$ cat config.mk
export PLATFORM = sky130hd
export DESIGN_NAME = cga_monitor
export DESIGN_NICKNAME = d
export VERILOG_FILES = /design/src/rtl/cga_pkg.sv /design/src/rtl/cga_window.sv /design/src/rtl/cga_classify.sv /design/src/rtl/cga_fsm.sv /design/src/rtl/cga_monitor.sv
export SDC_FILE = /design/constraint.sdc
export NUM_CORES = 1
export LEC_CHECK = 0
export BUFFER_PORTS_ARGS = -buffer_cell sky130_fd_sc_hd__buf_2
export CAP_MARGIN = 10
export CORE_UTILIZATION = 50
export CTS_CLUSTER_DIAMETER = 60
export DETAILED_ROUTE_END_ITERATION = 8
export PLACE_DENSITY = 0.7
export RECOVER_POWER = 50
export SLEW_MARGIN = 40
export SYNTH_ARGS = -nofsm -noshare
export SYNTH_HDL_FRONTEND = slang
export SYNTH_SLANG_ARGS = --single-unit
$ cat constraint.sdc
create_clock -name clk -period 6 [get_ports clk]
set_input_delay 1.2 -clock clk [delete_from_list [all_inputs] [get_ports clk]]
set_output_delay 1.2 -clock clk [all_outputs]
set_load 0.01 [all_outputs]
$ cat src/rtl/cga_pkg.sv
package cga_pkg;

    localparam int unsigned SYM_W = 5;

    localparam logic [SYM_W-1:0] SYM_J    = 5'b11000;
    localparam logic [SYM_W-1:0] SYM_K    = 5'b10001;
    localparam logic [SYM_W-1:0] SYM_IDLE = 5'b11111;

    typedef enum logic {
        ST_HUNT   = 1'b0,
        ST_LOCKED = 1'b1
    } cga_state_e;

    function automatic logic code_is_bad(input logic [SYM_W-1:0] g);
        logic bad;
        unique case (g)
            5'b00000, 5'b00001, 5'b00010, 5'b00011, 5'b00101,
            5'b00110, 5'b01000, 5'b01100, 5'b10000, 5'b11001: bad = 1'b1;
            default:                                           bad = 1'b0;
        endcase
        return bad;
    endfunction

endpackage

$ cat src/rtl/cga_window.sv
module cga_window #(
    parameter int unsigned WIN_W = 10
) (
    input  logic             clk,
    input  logic             rst_n,
    input  logic             bit_in,
    input  logic             bit_en,
    output logic [WIN_W-1:0] win_next
);

    logic [WIN_W-1:0] win_q;

    always_comb begin
        if (bit_en) win_next = {win_q[WIN_W-2:0], bit_in};
        else        win_next = win_q;
    end

    always_ff @(posedge clk or negedge rst_n) begin
        if (!rst_n) win_q <= '0;
        else        win_q <= win_next;
    end

endmodule

$ cat src/rtl/cga_classify.sv
module cga_classify
    import cga_pkg::*;
#(
    parameter int unsigned WIN_W = 2 * SYM_W
) (
    input  logic [WIN_W-1:0] win,
    output logic [SYM_W-1:0] grp,
    output logic             jk_hit,
    output logic             grp_bad,
    output logic             grp_idle
);

    always_comb begin
        grp      = win[SYM_W-1:0];
        jk_hit   = (win[2*SYM_W-1:SYM_W] == SYM_J) && (grp == SYM_K);
        grp_bad  = code_is_bad(grp);
        grp_idle = (grp == SYM_IDLE);
    end

endmodule

$ cat src/rtl/cga_fsm.sv
module cga_fsm
    import cga_pkg::*;
#(
    parameter int unsigned IDLE_RUN = 2
) (
    input  logic             clk,
    input  logic             rst_n,
    input  logic             bit_en,
    input  logic             link_up,
    input  logic [SYM_W-1:0] grp,
    input  logic             jk_hit,
    input  logic             grp_bad,
    input  logic             grp_idle,
    output logic             locked,
    output logic [SYM_W-1:0] sym_data,
    output logic             sym_stb,
    output logic             sym_err
);

    localparam int unsigned CNT_W = $clog2(SYM_W);
    localparam int unsigned IDL_W = $clog2(IDLE_RUN + 1);
    localparam logic [CNT_W-1:0] CNT_LAST = CNT_W'(SYM_W - 1);
    localparam logic [IDL_W-1:0] IDL_LAST = IDL_W'(IDLE_RUN);

    cga_state_e       state_q, state_n;
    logic [CNT_W-1:0] cnt_q, cnt_n;
    logic [IDL_W-1:0] idl_q, idl_n;
    logic [SYM_W-1:0] data_n;
    logic             stb_n, err_n;

    always_comb begin
        state_n = state_q;
        cnt_n   = cnt_q;
        idl_n   = idl_q;
        data_n  = sym_data;
        stb_n   = 1'b0;
        err_n   = 1'b0;
        unique case (state_q)
            ST_HUNT: begin
                if (link_up && bit_en && jk_hit) begin
                    state_n = ST_LOCKED;
                    cnt_n   = '0;
                    idl_n   = '0;
                    stb_n   = 1'b1;
                    data_n  = grp;
                end
            end
            ST_LOCKED: begin
                if (!link_up) begin
                    state_n = ST_HUNT;
                end else if (bit_en) begin
                    if (cnt_q == CNT_LAST) begin
                        cnt_n  = '0;
                        stb_n  = 1'b1;
                        data_n = grp;
                        err_n  = grp_bad;
                        if (grp_idle) begin
                            idl_n = idl_q + 1'b1;
                            if (idl_n == IDL_LAST) state_n = ST_HUNT;
                        end else begin
                            idl_n = '0;
                        end
                    end else begin
                        cnt_n = cnt_q + 1'b1;
                    end
                end
            end
            default: state_n = ST_HUNT;
        endcase
    end

    always_ff @(posedge clk or negedge rst_n) begin
        if (!rst_n) begin
            state_q <= ST_HUNT;
            cnt_q   <= '0;
            idl_q   <= '0;
        end else begin
            state_q <= state_n;
            cnt_q   <= cnt_n;
            idl_q   <= idl_n;
        end
    end

    always_ff @(posedge clk or negedge rst_n) begin
        if (!rst_n) begin
            sym_data <= '0;
            sym_stb  <= 1'b0;
            sym_err  <= 1'b0;
        end else begin
            sym_data <= data_n;
            sym_stb  <= stb_n;
            sym_err  <= err_n;
        end
    end

    assign locked = (state_q == ST_LOCKED);

endmodule

$ cat src/rtl/cga_monitor.sv
module cga_monitor
    import cga_pkg::*;
#(
    parameter int unsigned IDLE_RUN = 2
) (
    input  logic             clk,
    input  logic             rst_n,
    input  logic             rx_bit,
    input  logic             rx_bit_en,
    input  logic             link_up,
    output logic             locked,
    output logic [SYM_W-1:0] sym_data,
    output logic             sym_stb,
    output logic             sym_err
);

    localparam int unsigned WIN_W = 2 * SYM_W;

    logic [WIN_W-1:0] win_next;
    logic [SYM_W-1:0] grp;
    logic             jk_hit, grp_bad, grp_idle;

    cga_window #(.WIN_W(WIN_W)) i_window (
        .clk      (clk),
        .rst_n    (rst_n),
        .bit_in   (rx_bit),
        .bit_en   (rx_bit_en),
        .win_next (win_next)
    );

    cga_classify #(.WIN_W(WIN_W)) i_classify (
        .win      (win_next),
        .grp      (grp),
        .jk_hit   (jk_hit),
        .grp_bad  (grp_bad),
        .grp_idle (grp_idle)
    );

    cga_fsm #(.IDLE_RUN(IDLE_RUN)) i_fsm (
        .clk      (clk),
        .rst_n    (rst_n),
        .bit_en   (rx_bit_en),
        .link_up  (link_up),
        .grp      (grp),
        .jk_hit   (jk_hit),
        .grp_bad  (grp_bad),
        .grp_idle (grp_idle),
        .locked   (locked),
        .sym_data (sym_data),
        .sym_stb  (sym_stb),
        .sym_err  (sym_err)
    );

endmodule

==> results of run 1 <==
-- kinds of logic after synthesis --
| group | count (synthesis) |
|---|---|
| simple gates | 19 |
| flops | 22 |
| mux | 15 |
| xor+xnor | 1 |
| buf+inv | 10 |
| fa+ha+maj | 6 |
| compound gates | 16 |
-- per-layer routing --
layer,wire length (um),vias up
met5,0,-
met4,29,0
met3,45,4
met2,854,13
met1,924,353
li1,-,347
-- sequential cells by signal, indices dropped and copies added, names as in the netlist --
name            count
i_fsm.idl_q         2
i_fsm.cnt_q         3
i_fsm.locked        1
i_fsm.sym_stb       1
i_fsm.sym_data      5
i_window.win_q      9
i_fsm.sym_err       1
-- where the power goes --
group | switching [uW] | total, uW | leakage [uW] | internal, uW
logic | 24.2 | 47.0 | 0.000265 | 22.8
clock network | 43.4 | 80.4 | 0.0000210 | 37.0
registers | 15.3 | 180 | 0.000289 | 164
total | 82.9 | 307 | 0.000575 | 224
-- worst register-to-register path, cell delays in order, from the launching register on --
cell and delay (ps):
dfrtp_1 420, mux2_2 300, inv_1 90, ha_1 160, nor4bb_1 270, nand4_1 200, o21ai_4 350, mux2_2 370
-- cells in the mapped netlist (all sizes together), types with 2 or more instances --
master,instances,area share [%]
inv,8,2.8
mux2,14,15
o22a,2,1.6
nand3,3,1.4
ha,6,7.0
dfrtp,22,51
nor2,5,1.8
buf,2,0.93
nand2,3,1.1
nand4,2,1.2
o21ai,6,3.9
-- stage by stage --
step	instance area, um2	instances
2_1_floorplan	1070	89
3_3_place_gp	1160	126
3_5_place_dp	1160	126
4_1_cts	1190	130
5_1_grt	1190	130
6_report	1190	130
-- layout make-up --
| cell class | instances | area [um2] |
|---|---|---|
| well taps | 27 | 33.8 |
| multi-input cells | 57 | 482 |
| clock buffers | 4 | 36.3 |
| fillers | 169 | 792 |
| repair buffers | 12 | 57.6 |
| inverters | 8 | 30.0 |
| flip-flops and latches | 22 | 551 |
-- worst paths after layout --
check / startpoint / end / slack [ps] / cells after the start
worst min-delay path: i_fsm.sym_data[3]$_DFFE_PN0P_ / i_fsm.sym_data[3]$_DFFE_PN0P_ / 520 / 1
min in group asynchronous: rst_n / i_fsm.locked$_DFF_PN0_ / 1090 / 1
worst min register to register: i_fsm.sym_data[3]$_DFFE_PN0P_ / i_fsm.sym_data[3]$_DFFE_PN0P_ / 520 / 1
worst max-delay path: rx_bit_en / i_fsm.sym_data[3]$_DFFE_PN0P_ / 2460 / 8
max in group asynchronous: rst_n / i_window.win_q[6]$_DFF_PN0_ / 4230 / 1
worst max register to register: i_window.win_q[1]$_DFF_PN0_ / i_fsm.sym_data[3]$_DFFE_PN0P_ / 3730 / 7
==> results.cfg, run 1 <==
[outcome]
run_status = finished, final reports clean

[final_layout]
syn_to_final_growth_pct = 11.0
diodes = 0
fin_util_pct = 60.0
final_common_cell = dfrtp_1
layout.nets = 115
drive_above_1_share_pct = 28.2
final_cell_mix = dfrtp_1, mux2_2, buf_2

[global_routing]
grt_busiest_layer = met2
grtUsageTotal_pct = 18.1
grt_antenna_before_repair = 0
met3_usage_pct = 3.77
grt_pass1_wl_um = 3130
grt_use_met2_pct = 28.4
use_met1_pct = 24.0
grt_pass1_vias = 690
grt_overflow_total = 0
grt_max_degree = 23

[sta]
finalHoldWorstSlack_ps = 516
fin_crit_sh_pct = 59.0
finalHoldViolations = 0
worstMarginPinSlew_ps = 1150
fmax_mhz = 283
fin_tns_setup_ps = 0
setup_violations = 0
slew_headroom_pct = 23.1
setup_slack_ps = 2460
finalCriticalPeriod_ps = 3540
finalClockSkew_ps = 5.85
drv_slew = 0
rsz0062_at_grt = no

[die]
die_area_um2 = 2330
core_um2 = 1980
die_y_um = 48.3
start_util_pct = 54.1
rows = 16
die_width_um = 48.3
ioPinCount = 13

[critical_path]
cp-start-kind = input pin
path_class = input pin to flop
worst-path-buf-inv = 2
worst_path_largest_cell_delay_ps = 630
critPathSlowestCell = clkbuf_1
crit_family = multiplexers
required_ps = 6200
crit_top_cell = mux2_2
end_kind = flop
path_cells = clkbuf_1 > mux2_2 > inv_1 > ha_1 > nor4bb_1 > nand4_1 > o21ai_4 > mux2_2
critPathArrivalTime_ps = 3730
crit_fanout = 21

[yosys]
synth_seq_area_share_pct = 51.3
synth_top_family_by_area = multiplexers
async_flop_share_pct = 100
syn_avg_cell_area_um2 = 12.0
synth_edf_count = 0
yosys.area_share.simple_pct = 9.80
synth_adder_area_share_pct = 7.00
syn_inst = 89
synth_area_um2 = 1070
muxShareOfSynthArea_pct = 15.6
yosysUniqueCellTypes = 28
ys_seq_elements = 22
synth_compound_area_share_pct = 11.7
ys.flop_type = dfrtp_1
synthXorXnorAreaFrac_pct = 0.817
ys_warn_count = 0
syn_nets = 100

[placement]
gp_congestion = 0.807
post-place-ws_ps = 2530
place_hpwl_um = 1340
portBuffers = 12

[pwr]
irDropWorstVdd_mv = 0.161
power.total_uw = 307
p_leak_uw = 0.000575
power.density_nw_per_um2 = 258

[clock_network]
cts_tree = yes
postCtsHoldBufs = 0
cts_setup_buffers = 0
post_cts_resize_count = 0
insertion_delay_ps = 300
clock_sinks = 22
cts-buffers-inserted = 3
clockRootBuffer = clkbuf_4
htree_levels = 1
clockBufferDepth = 2
clk_pin_slew_ps = 110

[drt]
drtAntennaViolNets = 0
drc = 0
vias = 717
wl_per_cell_um = 14.3
wl_um = 1850
drtIter0Drc = 3
dr.pass1.iters = 4
via_per_inst = 5.52

[flow_run]
maxCapViolations = 0

[hold_path]
min-delay-path-class = flop to flop
Power figures use the tool's default switching activity.
==> run 2: changes to the inputs <==
--- a/config.mk
+++ b/config.mk
@@ -10,7 +10,7 @@
 export CORE_UTILIZATION = 50
 export CTS_CLUSTER_DIAMETER = 60
 export DETAILED_ROUTE_END_ITERATION = 8
-export PLACE_DENSITY = 0.7
+export PLACE_DENSITY = 0.73
 export RECOVER_POWER = 50
 export SLEW_MARGIN = 40
 export SYNTH_ARGS = -nofsm -noshare
==> constraint.sdc (replaced) <==
create_clock -name clk -period 2.9 [get_ports clk]
set_input_delay 0.58 -clock clk [delete_from_list [all_inputs] [get_ports clk]]
set_output_delay 0.58 -clock clk [all_outputs]
set_load 0.01 [all_outputs]
==> run 2 against run 1 <==
Net effect:
- register-to-register slack worse by 3100 ps
- utilization is 0.19 points higher
- sequential share of layout area is 0.15 points lower
- count of clock-buffer cells in the layout stayed put
- clock power is 100% higher
- die area stayed put
- critical endpoint is now i_fsm.sym_data[1]$_DFFE_PN0P_
==> results.cfg, run 2 (synthesis gave the netlist of run 1 again) <==
[global_routing]
grt_max_degree = 23
grt_pass1_wl_um = 3470
grt_overflow_total = 0
grt_antenna_before_repair = 0
grt_pass1_vias = 764
grtUsageTotal_pct = 19.2

[pwr]
power.density_nw_per_um2 = 529
p_leak_uw = 0.000577
irDropWorstVdd_mv = 0.365

[hold_path]
min-delay-path-class = input pin to async pin

[sta]
finalCriticalPeriod_ps = 2360
finalHoldViolations = 0
rsz0062_at_grt = no
fin_tns_setup_ps = 0
worstMarginPinSlew_ps = 1160
fmax_mhz = 423
finalClockSkew_ps = 1.47
slew_headroom_pct = 22.6
setup_violations = 0
drv_slew = 0
setup_slack_ps = 536
fin_crit_sh_pct = 81.5

[final_layout]
largest_registers = i_window.win_q: 9 flops, i_fsm.sym_data: 5 flops, i_fsm.cnt_q: 3 flops
diodes = 0
final_cell_mix = dfrtp_1, mux2_2, buf_2
syn_to_final_growth_pct = 11.3
largest_reg_flops = 9
drive_above_1_share_pct = 26.0
final_common_cell = dfrtp_1
top_register = i_window.win_q
layout.nets = 116

[die]
start_util_pct = 54.1
rows = 16
die_area_um2 = 2330
ioPinCount = 13
die_y_um = 48.3
core_um2 = 1980
die_width_um = 48.3

[clock_network]
cts_tree = yes
clock_sinks = 22
cts_setup_buffers = 0
postCtsHoldBufs = 0
insertion_delay_ps = 300
clk_pin_slew_ps = 110
htree_levels = 1
clockRootBuffer = clkbuf_4
clockBufferDepth = 2
post_cts_resize_count = 0
cts-buffers-inserted = 3

[placement]
portBuffers = 12
gp_congestion = 0.755
place_hpwl_um = 1380
post-place-ws_ps = 314

[critical_path]
path_class = input pin to flop
crit_fanout = 8
worstReg2RegEnd = i_fsm.sym_data[1]$_DFFE_PN0P_
required_ps = 3100
cp-start-kind = input pin
end_kind = flop
timing.rr.start = i_window.win_q[1]$_DFF_PN0_
critPathArrivalTime_ps = 2570
ff2ff_setup_slack_ps = 590
worst-r2r-cell-count = 7

[drt]
wl_per_cell_um = 14.3
drtAntennaViolNets = 0
dr.pass1.iters = 4
drc = 0
drtIter0Drc = 9
vias = 724
wl_um = 1880
via_per_inst = 5.53

[flow_run]
maxCapViolations = 0

[outcome]
run_status = finished, final reports clean
## run 2: cell types whose count changed in the layout (fill, tap and decap cells not counted), sizes merged
cell,change
clkbuf,+1
## run 2: worst max path at each step
stage / cells past startpoint / endpoint / slack (ps) / from
after floorplan: 8 / i_fsm.idl_q[0]$_DFFE_PN0P_ / 400 / rx_bit_en
after global placement: 8 / i_fsm.sym_data[1]$_DFFE_PN0P_ / 370 / rx_bit_en
after detailed placement: 8 / i_fsm.sym_data[1]$_DFFE_PN0P_ / 310 / rx_bit_en
after CTS: 8 / i_fsm.sym_data[1]$_DFFE_PN0P_ / 650 / rx_bit_en
after global routing: 8 / i_fsm.sym_data[1]$_DFFE_PN0P_ / 400 / rx_bit_en
final: 8 / i_fsm.sym_data[1]$_DFFE_PN0P_ / 540 / rx_bit_en
## run 2: per-layer routing
metal  global-route usage [%]  vias up  part of all wire (%)
li1                         -      346                     -
met5                        0        -                     0
met2                     32.9       11                    49
met4                     8.82        0                   1.5
met1                     24.3      363                    47
met3                     2.20        4                   2.4
## run 2: cell type report
cell class	instances	area [um2]
repair buffers	13	61.3
fillers	171	788
flip-flops and latches	22	551
inverters	8	30.0
multi-input cells	57	482
well taps	27	33.8
clock buffers	4	36.3
## run 2: where the power goes
part	internal, uW	switching (uW)	total (uW)
combinational	46.5	50.9	97.4
sequential	340	30.3	370
clock	76.7	87.3	164
total	463	169	632
## run 2: per-stage QoR
step	cell area (um2)	power (uW)	hold WS [ps]	cells	util, %
4_1_cts	1200	645	221	131	60.5
3_5_place_dp	1160	477	491	127	58.7
3_3_place_gp	1160	473	490	127	58.7
2_1_floorplan	1070	441	284	89	-
6_report	1190	632	475	131	60.2
5_1_grt	1190	671	545	131	60.2
## run 2: worst max-delay path, stage by stage
cell      delay [ps]
clkbuf_1         150
mux2_1           390
inv_1            100
ha_1             160
nor4bb_1         260
nand4_1          200
o21ai_4          350
mux2_2           380
==> run 3: changes to the inputs <==
--- a/config.mk
+++ b/config.mk
@@ -5,12 +5,14 @@
 export SDC_FILE = /design/constraint.sdc
 export NUM_CORES = 1
 export LEC_CHECK = 0
+export ABC_AREA = 1
 export BUFFER_PORTS_ARGS = -buffer_cell sky130_fd_sc_hd__buf_2
 export CAP_MARGIN = 10
+export CORE_ASPECT_RATIO = 1.75
 export CORE_UTILIZATION = 50
 export CTS_CLUSTER_DIAMETER = 60
 export DETAILED_ROUTE_END_ITERATION = 8
-export PLACE_DENSITY = 0.73
+export PLACE_DENSITY = 0.72
 export RECOVER_POWER = 50
 export SLEW_MARGIN = 40
 export SYNTH_ARGS = -nofsm -noshare
==> constraint.sdc (replaced) <==
create_clock -name clk -period 2 [get_ports clk]
set_input_delay 0.4 -clock clk [delete_from_list [all_inputs] [get_ports clk]]
set_output_delay 0.4 -clock clk [all_outputs]
set_load 0.01 [all_outputs]
==> run 3 against run 2 <==
Net effect:
- cell area up 12%
- utilization fell by 1.7 points
- die area increased by 10%
- final cell count increased by 40%
- count of clock-buffer cells in the layout shrank 1
- non-clock buffer count increased by 3
- synthesized area increased by 11%
- combinational power rose by 33%
- clock skew is 5.2 ps higher
- total power increased by 46%
- register-to-register slack got worse by 440 ps
- critical endpoint is now i_fsm.cnt_q[1]$_DFFE_PN0P_
- largest power group unchanged
- highest routed layer unchanged
==> results.cfg, run 3 <==
[global_routing]
grt_max_degree = 24
grtUsageTotal_pct = 21.4
met3_usage_pct = 2.36
grt_pass1_wl_um = 3820
grt_pass1_vias = 946
grt_use_met2_pct = 37.7
grt_busiest_layer = met2
grt_overflow_total = 0
grt_antenna_before_repair = 0
use_met1_pct = 22.7

[die]
core_um2 = 2270
ioPinCount = 13
start_util_pct = 52.2
die_y_um = 66.4
rows = 23
die_width_um = 38.8
die_area_um2 = 2580

[pwr]
p_seq_share_pct = 54.7
p_leak_uw = 0.000712
power.density_nw_per_um2 = 694
pwr-share-clk_pct = 31.3
p_sw_share_pct = 26.9
p_switching_uw = 248
power.share.combinational_pct = 14.1
cellInternalPower_uw = 675
irDropWorstVdd_mv = 0.398
power.total_uw = 924

[clock_network]
clockBufferDepth = 2
clk_pin_slew_ps = 80
postCtsHoldBufs = 0
htree_levels = 1
insertion_delay_ps = 270
cts_tree = yes
clock_sinks = 23
cts_setup_buffers = 0
cts-buffers-inserted = 3
post_cts_resize_count = 0
clockRootBuffer = clkbuf_8

[drt]
vias = 949
dr.pass1.iters = 4
wl_um = 2250
wl_per_cell_um = 12.2
drtAntennaViolNets = 0
via_per_inst = 5.16
drtIter0Drc = 28
drc = 0

[yosys]
yosysUniqueCellTypes = 23
synth_seq_area_share_pct = 48.5
synth_common_cells = nand2_1, dfrtp_1, inv_1
syn_avg_cell_area_um2 = 8.41
ys_top_cells_by_area = dfrtp_1, nand2_1, ha_1
ys_warn_count = 0
synth.most_common_cell = nand2_1
syn_inst = 141
synth_area_um2 = 1190
syn_nets = 152
synth_top_area_share_pct = 48.5
synth_area_leader_cell = dfrtp_1
ys.flop_type = dfrtp_1
synth_edf_count = 0
async_flop_share_pct = 100
ys_seq_elements = 23

[critical_path]
cp-start-kind = flop
critPathSlowestCell = dfrtp_1
required_ps = 2160
end_kind = flop
worst_path_largest_cell_delay_ps = 380
timing.rr.start = i_window.win_q[0]$_DFF_PN0_
worstReg2RegEnd = i_fsm.cnt_q[1]$_DFFE_PN0P_
ff2ff_setup_slack_ps = 150
crit_fanout = 7
worst-r2r-cell-count = 10
critPathArrivalTime_ps = 2010
path_cells = or2_2 > o21ai_0 > ha_1 > nand3_2 > nor2_2 > nand3_4 > nand2_2 > nand2_2 > nand2_1 > nand2_1
path_class = flop to flop

[outcome]
run_status = finished, final reports clean

[sta]
fin_crit_sh_pct = 92.6
fmax_mhz = 540
finalHoldViolations = 0
finalClockSkew_ps = 6.68
drv_slew = 0
setup_violations = 0
worstMarginPinSlew_ps = 1190
finalCriticalPeriod_ps = 1850
slew_headroom_pct = 20.6
rsz0062_at_grt = no
setup_slack_ps = 149

[hold_path]
min-delay-path-class = input pin to async pin

[final_layout]
design_area_um2 = 1330
layout.nets = 171
largest_registers = i_window.win_q: 10 flops, i_fsm.sym_data: 5 flops, i_fsm.cnt_q: 3 flops
final_common_cell = nand2_1
fillers = 218
diodes = 0
syn_to_final_growth_pct = 12.2
final_cells = 184
multi_input_area_um2 = 522
top_register = i_window.win_q
register_area_um2 = 576
final_cell_mix = nand2_1, dfrtp_1, inv_1
fin_util_pct = 58.6
drive_above_1_share_pct = 19.5
largest_reg_flops = 10

[placement]
placedCellCount = 180
place_hpwl_um = 1800
portBuffers = 12
gp_congestion = 0.845
place_area_um2 = 1290
post-place-ws_ps = -15.1

[flow_run]
maxCapViolations = 0
run 3: cell types whose count changed after synthesis, moves of 3 or more:
cell | before | now
nor2_1 | 5 | 8
mux2_2 | 14 | 0
nand2_2 | 0 | 4
nand2_1 | 3 | 46
o21ai_1 | 0 | 4
nand3_1 | 3 | 10
inv_1 | 8 | 17
run 3: through the flow:
stage,setup TNS [ps],hold WS (ps)
final,0,347
after global routing,0,471
after CTS,0,109
after detailed placement,-23.2,403
after global placement,0,394
after floorplan,0,104
run 3: how the worst max path moves through the flow:
| stage | to | depth (start not counted) | from |
|---|---|---|---|
| final | i_fsm.cnt_q[1]$_DFFE_PN0P_ | 10 | i_window.win_q[0]$_DFF_PN0_ |
| after global routing | i_fsm.cnt_q[2]$_DFFE_PN0P_ | 10 | i_window.win_q[0]$_DFF_PN0_ |
| after CTS | i_fsm.cnt_q[1]$_DFFE_PN0P_ | 10 | i_window.win_q[0]$_DFF_PN0_ |
| after detailed placement | i_fsm.cnt_q[2]$_DFFE_PN0P_ | 12 | rx_bit_en |
| after global placement | i_fsm.cnt_q[2]$_DFFE_PN0P_ | 12 | rx_bit_en |
| after floorplan | i_fsm.cnt_q[0]$_DFFE_PN0P_ | 12 | rx_bit_en |
run 3: worst max-delay path: cells and delay by family, from the launching register on:
kind,cells,cell delay [ps]
adder cells (fa/ha/maj),1,240
AO/OA/AOI/OAI,1,120
flip-flops,1,380
AND/OR/NAND/NOR,8,1020
run 3: logic make-up after synthesis:
family | after synthesis | share of synthesized area [%]
adders and majority gates | 6 | 6.33
DFF | 23 | 48.5
buffers and inverters | 20 | 7.28
and+or+nand+nor | 79 | 31.6
xor gates and xnor gates | 1 | 0.739
AOI/OAI and AO/OA | 12 | 5.49
run 3: power groups by stage:
stage | combinational (uW) | sequential, uW | clock, uW
2_1_floorplan | 92.3 | 512 | 0
4_1_cts | 135 | 506 | 297
5_1_grt | 151 | 510 | 308
3_3_place_gp | 130 | 514 | 0
3_5_place_dp | 134 | 515 | 0
6_report | 130 | 505 | 289
run 3: per-layer routing:
layer / vias to the layer above / wire length, um
met2: 15 / 1220
met3: 7 / 46
met1: 452 / 913
met4: 0 / 68
met5: - / 0
li1: 475 / -
run 3: cell type report:
class                      instances  share of cell area, %
sequential                        23                   43.2
inverter                          18                   5.08
clock inverter                     1                  0.376
tap                               25                   2.35
clock buffer                       3                   3.10
timing repair buffer              16                   6.67
multi-input combinational         98                   39.2
